==> src/rtl/sxb_pkg.sv <==
package sxb_pkg;
  typedef enum logic [1:0] {
    ST_IDLE  = 2'd0,
    ST_SNOOP = 2'd1,
    ST_ISSUE = 2'd2
  } req_st_e;
endpackage

==> src/rtl/sxb_rr_arb.sv <==
module sxb_rr_arb #(
  parameter int N = 3,
  localparam int IW = (N > 1) ? $clog2(N) : 1
) (
  input  logic          clk,
  input  logic          rst,
  input  logic [N-1:0]  req,
  input  logic          adv,
  output logic [N-1:0]  gnt,
  output logic [IW-1:0] gnt_idx
);
  logic [IW-1:0] last_q;
  int idx;

  // search downward so the nearest port after last_q is the final overwrite
  always_comb begin
    gnt     = '0;
    gnt_idx = '0;
    idx     = 0;
    for (int k = N; k >= 1; k--) begin
      idx = (int'(last_q) + k) % N;
      if (req[idx]) begin
        gnt      = '0;
        gnt[idx] = 1'b1;
        gnt_idx  = IW'(idx);
      end
    end
  end

  always_ff @(posedge clk) begin
    if (rst)      last_q <= IW'(N - 1);
    else if (adv) last_q <= gnt_idx;
  end
endmodule

==> src/rtl/sxb_busy_timer.sv <==
module sxb_busy_timer #(
  parameter int CYC = 2,
  localparam int CW = $clog2(CYC + 2)
) (
  input  logic clk,
  input  logic rst,
  input  logic start,
  output logic busy
);
  logic [CW-1:0] cnt_q;

  always_ff @(posedge clk) begin
    if (rst)                cnt_q <= '0;
    else if (start)         cnt_q <= CW'(CYC);
    else if (cnt_q != '0)   cnt_q <= cnt_q - 1'b1;
  end

  assign busy = (cnt_q != '0);
endmodule

==> src/rtl/sxb_rsp_route.sv <==
module sxb_rsp_route #(
  parameter int N  = 3,
  parameter int DW = 16,
  parameter int IW = 2
) (
  input  logic            clk,
  input  logic            rst,
  input  logic            busy,
  input  logic            dn_rsp_valid,
  input  logic [IW-1:0]   dn_rsp_dst,
  input  logic [DW-1:0]   dn_rsp_data,
  input  logic [N-1:0]    srsp_valid,
  input  logic [N*IW-1:0] srsp_dst,
  input  logic [N*DW-1:0] srsp_data,
  output logic            dn_rsp_ready,
  output logic [N-1:0]    srsp_ready,
  output logic [N-1:0]    up_rsp_valid,
  output logic [DW-1:0]   up_rsp_data,
  output logic            dn_srsp_valid,
  output logic [DW-1:0]   dn_srsp_data,
  output logic            sent
);
  logic          take_dn, take_s, any_s;
  int            sel;
  logic [IW-1:0] dst;
  logic [DW-1:0] data;

  always_comb begin
    any_s = 1'b0;
    sel   = 0;
    for (int k = N - 1; k >= 0; k--) begin
      if (srsp_valid[k]) begin
        any_s = 1'b1;
        sel   = k;
      end
    end
    dn_rsp_ready = !busy;
    take_dn      = dn_rsp_valid && !busy;
    take_s       = any_s && !take_dn;
    srsp_ready   = '0;
    if (take_s) srsp_ready[sel] = 1'b1;
    dst  = take_dn ? dn_rsp_dst  : srsp_dst[sel*IW +: IW];
    data = take_dn ? dn_rsp_data : srsp_data[sel*DW +: DW];
    sent = take_dn || take_s;
  end

  always_ff @(posedge clk) begin
    if (rst) begin
      up_rsp_valid  <= '0;
      dn_srsp_valid <= 1'b0;
      up_rsp_data   <= '0;
      dn_srsp_data  <= '0;
    end else begin
      up_rsp_valid  <= '0;
      dn_srsp_valid <= 1'b0;
      if (take_s && dst == IW'(N)) begin
        dn_srsp_valid <= 1'b1;
        dn_srsp_data  <= data;
      end else if (sent) begin
        for (int k = 0; k < N; k++) up_rsp_valid[k] <= (dst == IW'(k));
        up_rsp_data <= data;
      end
    end
  end
endmodule

==> src/rtl/snoop_xbar.sv <==
module snoop_xbar
  import sxb_pkg::*;
#(
  parameter int NUP      = 3,
  parameter int AW       = 16,
  parameter int DW       = 16,
  parameter int BUSY_CYC = 2,
  localparam int ID_W    = $clog2(NUP + 1),
  localparam int GW      = (NUP > 1) ? $clog2(NUP) : 1
) (
  input  logic              clk,
  input  logic              rst,
  input  logic [NUP-1:0]    up_req_valid,
  output logic [NUP-1:0]    up_req_ready,
  input  logic [NUP*AW-1:0] up_req_addr,
  input  logic [NUP-1:0]    up_req_cacheable,
  output logic [NUP-1:0]    up_snp_valid,
  output logic [AW-1:0]     up_snp_addr,
  output logic [ID_W-1:0]   up_snp_src,
  input  logic [NUP-1:0]    up_snp_hit,
  input  logic [NUP-1:0]    up_srsp_valid,
  output logic [NUP-1:0]    up_srsp_ready,
  input  logic [NUP*ID_W-1:0] up_srsp_dst,
  input  logic [NUP*DW-1:0] up_srsp_data,
  output logic [NUP-1:0]    up_rsp_valid,
  output logic [DW-1:0]     up_rsp_data,
  output logic              dn_req_valid,
  input  logic              dn_req_ready,
  output logic [AW-1:0]     dn_req_addr,
  output logic [ID_W-1:0]   dn_req_src,
  output logic              dn_req_inhibit,
  input  logic              dn_rsp_valid,
  output logic              dn_rsp_ready,
  input  logic [ID_W-1:0]   dn_rsp_dst,
  input  logic [DW-1:0]     dn_rsp_data,
  input  logic              dn_snp_valid,
  output logic              dn_snp_ready,
  input  logic [AW-1:0]     dn_snp_addr,
  output logic              dn_srsp_valid,
  output logic [DW-1:0]     dn_srsp_data
);
  req_st_e        state_q;
  logic           busy, rsp_sent, snp_fire;
  logic           req_ok, acc, snp_take, sel_cache;
  logic [NUP-1:0] gnt;
  logic [GW-1:0]  gnt_idx;
  logic [AW-1:0]  sel_addr;

  sxb_rr_arb #(.N(NUP)) arb_i (
    .clk(clk), .rst(rst), .req(up_req_valid), .adv(acc),
    .gnt(gnt), .gnt_idx(gnt_idx)
  );

  sxb_busy_timer #(.CYC(BUSY_CYC)) busy_i (
    .clk(clk), .rst(rst), .start(snp_fire || rsp_sent), .busy(busy)
  );

  sxb_rsp_route #(.N(NUP), .DW(DW), .IW(ID_W)) rsp_i (
    .clk(clk), .rst(rst), .busy(busy),
    .dn_rsp_valid(dn_rsp_valid), .dn_rsp_dst(dn_rsp_dst), .dn_rsp_data(dn_rsp_data),
    .srsp_valid(up_srsp_valid), .srsp_dst(up_srsp_dst), .srsp_data(up_srsp_data),
    .dn_rsp_ready(dn_rsp_ready), .srsp_ready(up_srsp_ready),
    .up_rsp_valid(up_rsp_valid), .up_rsp_data(up_rsp_data),
    .dn_srsp_valid(dn_srsp_valid), .dn_srsp_data(dn_srsp_data),
    .sent(rsp_sent)
  );

  always_comb begin
    snp_take     = (state_q == ST_IDLE) && !busy && dn_snp_valid;
    dn_snp_ready = (state_q == ST_IDLE) && !busy;
    req_ok       = (state_q == ST_IDLE) && !busy && !dn_snp_valid;
    up_req_ready = req_ok ? gnt : '0;
    acc          = req_ok && (up_req_valid != '0);
    sel_addr     = up_req_addr[gnt_idx*AW +: AW];
    sel_cache    = up_req_cacheable[gnt_idx];
    snp_fire     = snp_take || (acc && sel_cache);
    dn_req_valid = (state_q == ST_ISSUE);
  end

  always_ff @(posedge clk) begin
    if (rst) begin
      state_q        <= ST_IDLE;
      up_snp_valid   <= '0;
      up_snp_addr    <= '0;
      up_snp_src     <= '0;
      dn_req_addr    <= '0;
      dn_req_src     <= '0;
      dn_req_inhibit <= 1'b0;
    end else begin
      up_snp_valid <= '0;
      case (state_q)
        ST_IDLE: begin
          if (snp_take) begin
            up_snp_valid <= '1;
            up_snp_addr  <= dn_snp_addr;
            up_snp_src   <= ID_W'(NUP);
          end else if (acc) begin
            dn_req_addr    <= sel_addr;
            dn_req_src     <= ID_W'(gnt_idx);
            dn_req_inhibit <= 1'b0;
            if (sel_cache) begin
              up_snp_valid <= ~gnt;
              up_snp_addr  <= sel_addr;
              up_snp_src   <= ID_W'(gnt_idx);
              state_q      <= ST_SNOOP;
            end else begin
              state_q <= ST_ISSUE;
            end
          end
        end
        ST_SNOOP: begin
          dn_req_inhibit <= |(up_snp_hit & up_snp_valid);
          state_q        <= ST_ISSUE;
        end
        ST_ISSUE: if (dn_req_ready) state_q <= ST_IDLE;
        default:  state_q <= ST_IDLE;
      endcase
    end
  end
endmodule

==> config.mk <==
export PLATFORM = sky130hd
export DESIGN_NAME = snoop_xbar
export DESIGN_NICKNAME = d
export VERILOG_FILES = /design/src/rtl/sxb_pkg.sv /design/src/rtl/sxb_rr_arb.sv /design/src/rtl/sxb_busy_timer.sv /design/src/rtl/sxb_rsp_route.sv /design/src/rtl/snoop_xbar.sv
export SDC_FILE = /design/constraint.sdc
export NUM_CORES = 1
export LEC_CHECK = 0
export ABC_CLOCK_PERIOD_IN_PS = 5700
export BUFFER_PORTS_ARGS = -buffer_cell sky130_fd_sc_hd__buf_2
export CAP_MARGIN = 20
export CELL_PAD_IN_SITES_DETAIL_PLACEMENT = 1
export CELL_PAD_IN_SITES_GLOBAL_PLACEMENT = 1
export CORE_UTILIZATION = 35
export CTS_BUF_LIST = sky130_fd_sc_hd__clkbuf_2
export DETAILED_ROUTE_END_ITERATION = 7
export PLACE_DENSITY_LB_ADDON = 0.1
export SYNTH_ARGS = -nofsm -noshare
export SYNTH_HDL_FRONTEND = slang
export SYNTH_SLANG_ARGS = --single-unit
==> constraint.sdc <==
create_clock -name clk -period 5.7 [get_ports clk]
set_input_delay 0.57 -clock clk [delete_from_list [all_inputs] [get_ports clk]]
set_output_delay 0.57 -clock clk [all_outputs]
set_load 0.01 [all_outputs]
==> summary.txt, run 1 <==
Logic synthesis
  – Syn nets: 712
  – Cells after Synth: roughly 560
  – Avg Inst Size Synth: between 8 and 9 um2
  – Async SR Flop Fraction: 0%
  – Sequential area share after synthesis: between 30% and 40%
  – Distinct cells, synth: 56
  – YS warnings: 0
  – Post-synth top flop: dfxtp_1
  – Synthesized area: approximately 4600 um2
  – Number of synthesized flops with an enable pin: 0
  – Top cell type by total area after synthesis: dfxtp_1
  – Largest cells by area after synthesis: dfxtp_1 (36%), a211oi_1 (8.3%), nor2_1 (7.0%), mux2i_1 (5.6%), a21oi_1 (4.4%)
  – Top cell type's share of synthesized area: between 30% and 40%
  – Seq cells post-synth: 82

Timing
  – Final Hold Fails: 0
  – Crit share post-route: ~58%
  – Actual slew at the worst max-slew pin: between 1 and 1.5 ns
  – Post-route minimum period: 3.296 ns
  – Max-slew headroom: a little over a quarter
  – F_max: between 300 and 400 MHz
  – Pins over their slew limit: 0
  – PnR worst setup slack: about 2.4 ns
  – RSZ-0062 raised after global routing: no
  – Setup TNS Final: 0 ns
  – Setup violators final: 0
  – Fin Clk Skew: ~0.016 ns

Clocking
  – CTS tree: built
  – Worst skew pair latency: ~0.55 ns
  – Level count of the clock H-tree: 3
  – Post-cts resize count: 0
  – Number of clock sinks: 82
  – Max Root-Sink Buffers: 2
  – Register clock-pin slew on the reported worst setup and hold paths: 0.22 ns
  – Postcts setup bufs: 0
  – Hold buffers post-CTS: 0
  – CTS Root Cell: clkbuf_2
  – TritonCTS buffer count: 9

Worst setup path
  – Crit start category: register
  – CP peak stage delay: approximately 0.44 ns
  – Critical Path End Type: output port
  – CP max FO: 9
  – CP arrival: about 2.7 ns
  – Required @ worst endpoint: between 5 and 6 ns
  – Critical Path Source: arb_i.last_q[0]
  – CP cell instances: inv_1 -> ha_1 -> and3b_1 -> o21bai_2 -> nor2_1 -> nand2_1 -> a21oi_1 -> and2_1 -> buf_2
  – Critical path start-end classification: register to output port
  – Worst path slowest cell: ha_1
  – RR Startpoint: arb_i.last_q[0]

Detailed routing
  – DRT Pass-1 Iters: 4
  – DR WL/cell: 17.18 um
  – Routed wire length: 16,130 um
  – Detailed-route via count: ~5,000
  – DRC violations left: 0
  – Initial DRC Count: ~170
  – Post-DRT Antenna Nets: 0
  – Vias per cell: 5.317

Die
  – I/O pin total: 238
  – Die X: 116.9 um
  – Starting Density: 36.29%
  – Core area: around 13,000 um2
  – Die Ht: 116.9 um
  – Full die area: roughly 14,000 um2
  – # rows: between 40 and 50

GRT
  – First-pass GRT wire length: 24,400 um
  – Largest net degree at the start of global routing: 70
  – Vias in the first global route: 4,891
  – GRT Total Usage: a little under a quarter
  – Initial antenna violation count: 1
  – Gr ovfl total: 0

Cells and area
  – Area growth from synthesis to layout: 29.05%
  – Share of cells above drive strength 1: a little under two fifths
  – Final #Nets: just over 900

Worst hold path
  – Min-delay src: dn_snp_addr[6]
  – Worst hold path type: primary input to register

Pwr
  – Total leakage power: 0.002784 uW
  – Max IR drop VDD: 0.08741 mV
  – PwrDens: roughly 250 nW/um2

Placement
  – Dpl ws: between 2 and 2.5 ns
  – RePlAce Congestion: 0.8209
  – Count of input and output buffers: between 200 and 250
  – Final HPWL DP: approximately 12,000 um

Run
  – Max_cap viols: 0

Run status
  – Status: finished, final reports clean
-- report_power, final --
part	internal, uW	switching (uW)
Clock	103	206
Combinational	218	303
Sequential	630	32.2
-- placed cells by master, fill, tap and decap left out, types with 13 or more instances in the layout --
cell / instances
nand3_1: 14
dfxtp_1: 82
o21ai_0: 37
buf_2: 237
nand2_1: 28
mux2i_1: 26
nor2_1: 86
a21oi_1: 41
a211o_1: 13
a211oi_1: 51
-- critical path: cells and delay by family (launching register included) --
kind / cells / cell delay, ns
buffers and inverters: 2 / 0.21
adder cells (fa/ha/maj): 1 / 0.44
AND/OR/NAND/NOR: 4 / 0.67
flip-flops: 1 / 0.42
AO/OA/AOI/OAI: 2 / 0.45
-- kinds of logic (layout without fill, tap and decap cells) --
| kind of cell | count (synthesis) | in the layout | synth area share, % |
|---|---|---|---|
| adder cells (fa/ha/maj) | 4 | 4 | 1.084 |
| AND/OR/NAND/NOR | 191 | 191 | 20.49 |
| flip-flops | 82 | 82 | 35.56 |
| buffers and inverters | 57 | 267 | 5.799 |
| other | 0 | 2 | 0 |
| AO/OA/AOI/OAI | 190 | 190 | 30.16 |
| multiplexers | 31 | 31 | 6.910 |
-- synth_stat cells, drive strengths merged, types with 2 or more instances --
cell and instances:
nor2 86, a21oi 41, and2 5, a311o 4, nand2b 4, clkbuf 27
o22a 2, o21a 2, a211oi 60, and2b 2, a211o 13, buf 21
nor2b 5, nand3b 8, ha 4, nand2 29, nor3 5, dfxtp 82
o21ai 40, a22o 2, and3 12, nand3 14, o31ai 3, nand4 13
inv 9, mux2 4, mux2i 27, nor4 2, a2bb2oi 12, or3 3
-- final cells by class --
cell class                      instances  area, um2
Antenna cell                            2      5.005
Sequential cell                        82       1642
Clock buffer                           11      55.05
Timing Repair Buffer                  242       1224
Fill cell                            1634       6764
Multi-Input combinational cell        416       2729
Tap cell                              172      215.2
Clock inverter                          5      55.05
Inverter                                9      33.78
-- path summary, 6_finish.rpt --
kind                      to  slack [ns]  cells past startpoint
min           up_snp_addr[6]        0.20                      3
min reg2reg    dn_req_src[0]        0.47                      2
max          up_req_ready[1]        2.40                      9
max reg2reg  up_snp_addr[10]        2.41                      8
-- registers in the layout, summed over array words and instances, names as in the netlist --
| register | cells |
|---|---|
| up_snp_src | 2 |
| rsp_i.up_rsp_data | 16 |
| rsp_i.dn_srsp_valid | 1 |
| rsp_i.dn_srsp_data | 16 |
| rsp_i.up_rsp_valid | 3 |
| dn_req_inhibit | 1 |
| arb_i.last_q | 2 |
| state_q | 2 |
| busy_i.cnt_q | 2 |
| dn_req_src | 2 |
| up_snp_addr | 16 |
| dn_req_addr | 16 |
| up_snp_valid | 3 |
-- metal layers --
metal,vias to the layer above,share of wire (%),global-route usage [%]
li1,2452,-,-
met1,2345,41,26.11
met2,179,50,42.64
met3,17,7.1,4.789
met4,0,1.6,8.776
met5,-,0,0
-- through the flow --
step / total power [uW] / utilization (%) / hold slack (ns) / area (um2) / cells
global route: 1587 / 46.79 / 0.1866 / 5953 / 937
global placement: 1177 / 45.93 / 0.4413 / 5843 / 921
finish: 1491 / 46.83 / 0.1985 / 5958 / 939
detailed placement: 1197 / 45.93 / 0.4466 / 5843 / 921
floorplan: 1005 / - / 0.4703 / 4617 / 555
CTS: 1509 / 46.79 / 0.1655 / 5953 / 937
Power figures use the tool's default switching activity.
==> run 2: changes to the inputs <==
--- a/config.mk
+++ b/config.mk
@@ -5,12 +5,12 @@
 export SDC_FILE = /design/constraint.sdc
 export NUM_CORES = 1
 export LEC_CHECK = 0
-export ABC_CLOCK_PERIOD_IN_PS = 5700
+export ABC_CLOCK_PERIOD_IN_PS = 2700
 export BUFFER_PORTS_ARGS = -buffer_cell sky130_fd_sc_hd__buf_2
 export CAP_MARGIN = 20
 export CELL_PAD_IN_SITES_DETAIL_PLACEMENT = 1
 export CELL_PAD_IN_SITES_GLOBAL_PLACEMENT = 1
-export CORE_UTILIZATION = 35
+export CORE_UTILIZATION = 30
 export CTS_BUF_LIST = sky130_fd_sc_hd__clkbuf_2
 export DETAILED_ROUTE_END_ITERATION = 7
 export PLACE_DENSITY_LB_ADDON = 0.1
==> constraint.sdc (replaced) <==
create_clock -name clk -period 2.7 [get_ports clk]
set_input_delay 0.27 -clock clk [delete_from_list [all_inputs] [get_ports clk]]
set_output_delay 0.27 -clock clk [all_outputs]
set_load 0.01 [all_outputs]
==> run 2 against run 1 <==
Effect of this change: utilization down 2.7 points; sequential share of layout area down 2.2 points; count of clock-buffer cells in the layout down 2; combinational power up 140%; critical endpoint is now up_req_ready[0].
==> summary.txt, run 2 (synthesis gave the netlist of run 1 again) <==
Placement
  – Placed cell count: 949 (+3.0%)
  – Dpl ws: 0.009530 ns (-2.406 ns)
  – Final HPWL DP: 13,160 um (+5.3%)
  – RePlAce Congestion: 0.8688 (+5.8%)
  – Count of input and output buffers: 237 (unchanged)

Run
  – Max_cap viols: 0 (unchanged)

Worst setup path
  – CP arrival: 2.38 ns (-0.35 ns)
  – Crit start category: register
  – Register-to-Register Path Depth: 10 (+2)
  – RR Startpoint: arb_i.last_q[0]
  – CP max FO: 4 (-5)
  – Setup slack, reg-to-reg: 0.10 ns (-2.31 ns)
  – R2R Path End: up_snp_valid[1]
  – Critical Path Source: arb_i.last_q[0]
  – Required @ worst endpoint: 2.43 ns (-2.70 ns)
  – Critical path start-end classification: register to output port
  – Critical Path End Type: output port

Die
  – Starting Density: 31.29% (-5.0 points)
  – Die X: 126.1 um (+7.9%)
  – Core area: 14,750 um2 (+16%)
  – Die Ht: 126.1 um (+7.9%)
  – Full die area: 15,890 um2 (+16%)
  – # rows: 44 (+7.3%)
  – I/O pin total: 238 (unchanged)

GRT
  – Initial antenna violation count: 1 (unchanged)
  – Vias in the first global route: 5,326 (+8.9%)
  – Largest net degree at the start of global routing: 36 (-49%)
  – GRT Total Usage: 21.78% (-1.3 points)
  – Gr ovfl total: 0 (unchanged)
  – First-pass GRT wire length: 27,500 um (+13%)

Clocking
  – TritonCTS buffer count: 9 (unchanged)
  – CTS Root Cell: clkbuf_2
  – Worst skew pair latency: 0.58 ns (+0.03 ns)
  – Register clock-pin slew on the reported worst setup and hold paths: 0.25 ns (+0.03 ns)
  – Level count of the clock H-tree: 3 (unchanged)
  – CTS tree: built
  – Max Root-Sink Buffers: 2 (unchanged)
  – Number of clock sinks: 82 (unchanged)

Detailed routing
  – DRC violations left: 0 (unchanged)
  – Routed wire length: 17,330 um (+7.4%)
  – DRT Pass-1 Iters: 4 (unchanged)
  – DR WL/cell: 17.34 um (+0.94%)
  – Post-DRT Antenna Nets: 0 (unchanged)
  – Detailed-route via count: 5,252 (+5.2%)
  – Initial DRC Count: 235 (+41%)
  – Vias per cell: 5.257 (-1.1%)

Timing
  – Pins over their slew limit: 0 (unchanged)
  – Final Hold Fails: 0 (unchanged)
  – Setup violators final: 0 (unchanged)
  – Post-route minimum period: about 2.7 ns
  – Crit share post-route: a little over nine tenths
  – F_max: between 300 and 400 MHz
  – Max-slew headroom: 27.41% (+0.58 points)
  – PnR worst setup slack: 0.04736 ns (-2.357 ns)
  – Setup TNS Final: 0 ns (unchanged)
  – Actual slew at the worst max-slew pin: 1.089 ns (-0.003814 ns)
  – RSZ-0062 raised after global routing: yes
  – Fin Clk Skew: 0.03677 ns (+0.02106 ns)

Worst hold path
  – Worst hold path stage count: 4 (+1)
  – Min-delay src: up_req_addr[45]
  – Worst Hold End: dn_req_addr[13]
  – Worst hold path type: primary input to register

Cells and area
  – Filler Cell Count: 1,847 (+13%)
  – Multi-input logic area: 2803 um2 (+2.7%)
  – Final #Nets: 966 (+5.3%)
  – Non-filler cells in the finished layout: 999 (+6.4%)
  – Commonest non-fill, non-tap cell in the layout: buf_2
  – Register area: 1647 um2 (+0.31%)
  – Most frequent cells in the layout: buf_2 (237), nor2_1 (84), dfxtp_1 (80), a211oi_1 (51), a21oi_1 (39)
  – Share of cells above drive strength 1: 40.79% (+2.9 points)
  – Area growth from synthesis to layout: 40.89%

Pwr
  – Max IR drop VDD: 0.1712 mV (+96%)
  – Total leakage power: 0.003025 uW (+8.6%)
  – PwrDens: 498.1 nW/um2 (+99%)
  – Overall power: 3240 uW (+120%)

Run status
  – Status: finished, final reports clean
run 2: worst max-delay path, stage by stage (launching register included):
cell and delay, ns:
dfxtp_2 0.41, inv_4 0.05, ha_4 0.23, and3b_2 0.23, o21bai_4 0.19, nand2_2 0.11, o21ai_1 0.07, o22a_1 0.23
and2_4 0.17, buf_2 0.13
run 2: worst max-delay path by stage:
stage,endpoint,depth (start not counted)
global route,up_req_ready[0],9
global placement,dn_req_addr[13],10
detailed placement,dn_req_addr[0],10
floorplan,dn_req_addr[0],11
finish,up_req_ready[0],9
CTS,up_req_ready[1],9
run 2: cell type report:
type,instances,share of cell area (%)
antenna,1,0.03847
clock inverter,7,0.6924
clock buffer,9,0.6924
tap,184,3.539
multi-input combinational,416,43.09
timing repair buffer,291,26.08
inverter,9,0.5578
sequential,82,25.31
run 2: per-layer routing:
| layer | share of wire (%) | vias to the layer above | global-route usage (%) |
|---|---|---|---|
| li1 | - | 2561 | - |
| met1 | 44 | 2455 | 26.61 |
| met4 | 2.4 | 0 | 6.945 |
| met2 | 47 | 205 | 37.11 |
| met5 | 0 | - | 0 |
| met3 | 6.7 | 31 | 5.777 |
run 2: report_power, final:
part           switching (uW)  internal (uW)
combinational             673            579
clock                     468            118
sequential               72.1           1330
run 2: stage by stage:
| step | cell area [um2] | utilization, % | hold slack, ns |
|---|---|---|---|
| 3_5_place_dp | 6003 | 40.69 | 0.4554 |
| 4_1_cts | 6359 | 43.10 | 0.005053 |
| 3_3_place_gp | 6003 | 40.69 | 0.4449 |
| 6_report | 6505 | 44.09 | 0.05980 |
| 5_1_grt | 6505 | 44.09 | 0.008815 |
| 2_1_floorplan | 4617 | - | 0.3790 |
run 2: what timing repair did:
action / CTS / global route
resized for setup: 12 / 10
hold buffers: 20 / 2
setup buffers: 2 / 9
pin swaps: 2 / 5
hold endpoints to repair: 21 / 1
endpoints found under the setup margin: 4 / 21
==> run 3: changes to the inputs <==
--- a/config.mk
+++ b/config.mk
@@ -5,12 +5,12 @@
 export SDC_FILE = /design/constraint.sdc
 export NUM_CORES = 1
 export LEC_CHECK = 0
-export ABC_CLOCK_PERIOD_IN_PS = 2700
+export ABC_CLOCK_PERIOD_IN_PS = 3180
 export BUFFER_PORTS_ARGS = -buffer_cell sky130_fd_sc_hd__buf_2
 export CAP_MARGIN = 20
 export CELL_PAD_IN_SITES_DETAIL_PLACEMENT = 1
 export CELL_PAD_IN_SITES_GLOBAL_PLACEMENT = 1
-export CORE_UTILIZATION = 30
+export CORE_UTILIZATION = 35
 export CTS_BUF_LIST = sky130_fd_sc_hd__clkbuf_2
 export DETAILED_ROUTE_END_ITERATION = 7
 export PLACE_DENSITY_LB_ADDON = 0.1
==> constraint.sdc (replaced) <==
create_clock -name clk -period 3.18 [get_ports clk]
set_input_delay 0.318 -clock clk [delete_from_list [all_inputs] [get_ports clk]]
set_output_delay 0.318 -clock clk [all_outputs]
set_load 0.01 [all_outputs]
==> run 3 against run 2 <==
Effect of this change: die area fell by 14%; critical path depth is the same; clock skew decreased by 0.015 ns; register-to-register slack improved by 0.30 ns; utilization rose by 4.5 points; combinational power fell by 23%; global-route usage rose by 2.2 points; final cell count down 3.4%; largest power group unchanged.
==> summary.txt, run 3 (synthesis gave the netlist of run 1 again) <==
Placement
  – Count of input and output buffers: 237 (unchanged)
  – Dpl ws: 0.2871 ns (+0.2776 ns)
  – RePlAce Congestion: 0.8262 (-4.9%)
  – Final HPWL DP: 12,580 um (-4.4%)
  – Placed cell count: 931 (-1.9%)

Die
  – Die Ht: 116.9 um (-7.3%)
  – Core area: 12,720 um2 (-14%)
  – Starting Density: 36.29% (+5.0 points)
  – I/O pin total: 238 (unchanged)
  – Full die area: 13,660 um2 (-14%)
  – Die X: 116.9 um (-7.3%)
  – # rows: 41 (-6.8%)

Cells and area
  – Register area: 1643 um2 (-0.23%)
  – Commonest non-fill, non-tap cell in the layout: buf_2
  – Area growth from synthesis to layout: 33.90%
  – Multi-input logic area: 2731 um2 (-2.5%)
  – Final core utilization: 48.59% (+4.5 points)
  – Most frequent cells in the layout: buf_2 (237), nor2_1 (86), dfxtp_1 (81), a211oi_1 (51), a21oi_1 (41)
  – Final #Nets: 941 (-2.6%)
  – Share of cells above drive strength 1: 38.40% (-2.4 points)
  – Non-filler cells in the finished layout: 965 (-3.4%)
  – Filler Cell Count: 1,657 (-10%)

Worst setup path
  – CP peak stage delay: 0.42 ns (about the same)
  – Register-to-Register Path Depth: 9 (-1)
  – CP cell instances: inv_1 -> ha_2 -> and3b_1 -> o21bai_2 -> nand2_1 -> a21oi_1 -> o22a_1 -> and2_1 -> buf_2
  – RR Startpoint: arb_i.last_q[0]
  – Worst path slowest cell: ha_2
  – Critical path start-end classification: register to output port
  – CP max FO: 9 (+5)
  – Critical Path End Type: output port
  – R2R Path End: up_snp_addr[10]
  – Crit start category: register
  – CP arrival: 2.65 ns (+0.27 ns)
  – Setup slack, reg-to-reg: 0.40 ns (+0.30 ns)
  – Required @ worst endpoint: 2.86 ns (+0.43 ns)

Clocking
  – Max Root-Sink Buffers: 2 (unchanged)
  – Postcts setup bufs: 0 (-2)
  – Number of clock sinks: 82 (unchanged)
  – Register clock-pin slew on the reported worst setup and hold paths: 0.23 ns (-0.02 ns)
  – TritonCTS buffer count: 9 (unchanged)
  – Worst skew pair latency: 0.54 ns (-0.04 ns)
  – Level count of the clock H-tree: 3 (unchanged)
  – CTS Root Cell: clkbuf_2
  – CTS tree: built

Detailed routing
  – Routed wire length: 16,460 um (-5.0%)
  – Vias per cell: 5.272 (+0.27%)
  – DRT Pass-1 Iters: 4 (unchanged)
  – Detailed-route via count: 5,087 (-3.1%)
  – Post-DRT Antenna Nets: 0 (unchanged)
  – DR WL/cell: 17.05 um (-1.7%)
  – DRC violations left: 0 (unchanged)
  – Initial DRC Count: 140 (-40%)

GRT
  – GRT Total Usage: 23.97% (+2.2 points)
  – Gr ovfl total: 0 (unchanged)
  – Vias in the first global route: 5,157 (-3.2%)
  – Initial antenna violation count: 3 (+2)
  – First-pass GRT wire length: 25,430 um (-7.5%)
  – Largest net degree at the start of global routing: 58 (+61%)

Timing
  – Post-route minimum period: between 2 and 3 ns
  – Setup violators final: 0 (unchanged)
  – F_max: roughly 340 MHz
  – PnR worst setup slack: 0.2140 ns (+0.1667 ns)
  – RSZ-0062 raised after global routing: no
  – Fin Clk Skew: 0.02146 ns (-0.01532 ns)
  – Max-slew headroom: 27.98% (+0.57 points)
  – Pins over their slew limit: 0 (unchanged)
  – Crit share post-route: 93.27%
  – Final Hold Fails: 0 (unchanged)
  – Setup TNS Final: 0 ns (unchanged)
  – Actual slew at the worst max-slew pin: 1.080 ns (-0.008506 ns)

Pwr
  – Total leakage power: 0.002885 uW (-4.6%)
  – Max IR drop VDD: 0.1334 mV (-22%)
  – Overall power: 2703 uW (-17%)
  – PwrDens: 437.2 nW/um2 (-12%)

Worst hold path
  – Worst Hold End: rsp_i.up_rsp_valid[2]
  – Min-delay src: dn_rsp_dst[1]
  – Worst hold path stage count: 3 (-1)
  – Worst hold path type: primary input to register

Run status
  – Status: finished, final reports clean

Run
  – Max_cap viols: 0 (unchanged)
[run 3: changes by cell type in the layout (fill, tap and decap cells not counted), sizes merged]
cell	previous run	this run
diode	1	4
buf	269	252
clkinv	4	2
clkbuf	9	11
inv	10	9
dlygate4sd3	22	14
bufinv	0	1
[run 3: report_power, final]
part	internal [uW]	switching (uW)	total (uW)
combinational	419	541	960
clock	185	369	554
sequential	1130	59.1	1190
total	1730	970	2700
[run 3: layout make-up]
type,instances,area share [%]
Clock buffer,11,0.8905
Clock inverter,5,0.8905
Inverter,9,0.5464
Multi-Input combinational cell,416,44.18
Antenna cell,4,0.1619
Tap cell,172,3.481
Sequential cell,82,26.57
Timing Repair Buffer,266,23.27
[run 3: how the worst max path moves through the flow]
stage                    startpoint         endpoint  slack [ns]  cells after the start
floorplan           arb_i.last_q[0]   dn_req_addr[0]        0.75                     11
global placement    arb_i.last_q[0]  dn_req_addr[11]        0.45                     10
detailed placement  arb_i.last_q[0]  dn_req_addr[11]        0.29                     10
CTS                 arb_i.last_q[0]  up_req_ready[0]        0.01                      9
global route        arb_i.last_q[0]  up_req_ready[0]        0.03                      9
finish              arb_i.last_q[0]  up_req_ready[0]        0.21                      9
[run 3: repair_timing]
item | in CTS | in global routing
endpoints found under the hold margin | 13 | 0
setup endpoints to repair | 0 | 2
hold buffers | 14 | 0
resized for setup | 0 | 2
[run 3: worst max-delay path, delay by kind of cell, from the launching register on]
family	cells	cell delay (ns)
AOI/OAI and AO/OA	3	0.57
adders and majority gates	1	0.42
and+or+nand+nor	3	0.51
DFF	1	0.41
buffers and inverters	2	0.20
[run 3: metrics by stage]
step	area (um2)	hold WS, ns
finish	6182	0.07176
global route	6177	0.05577
global placement	5918	0.4409
CTS	6168	0.004131
floorplan	4617	0.4270
detailed placement	5918	0.4567
[run 3: layer usage]
layer	vias up	track usage [%]	share of wire (%)
met5	-	0	0
met4	0	8.692	2.0
met3	21	4.943	5.8
met2	170	43.79	50
met1	2387	27.57	42
li1	2509	-	-
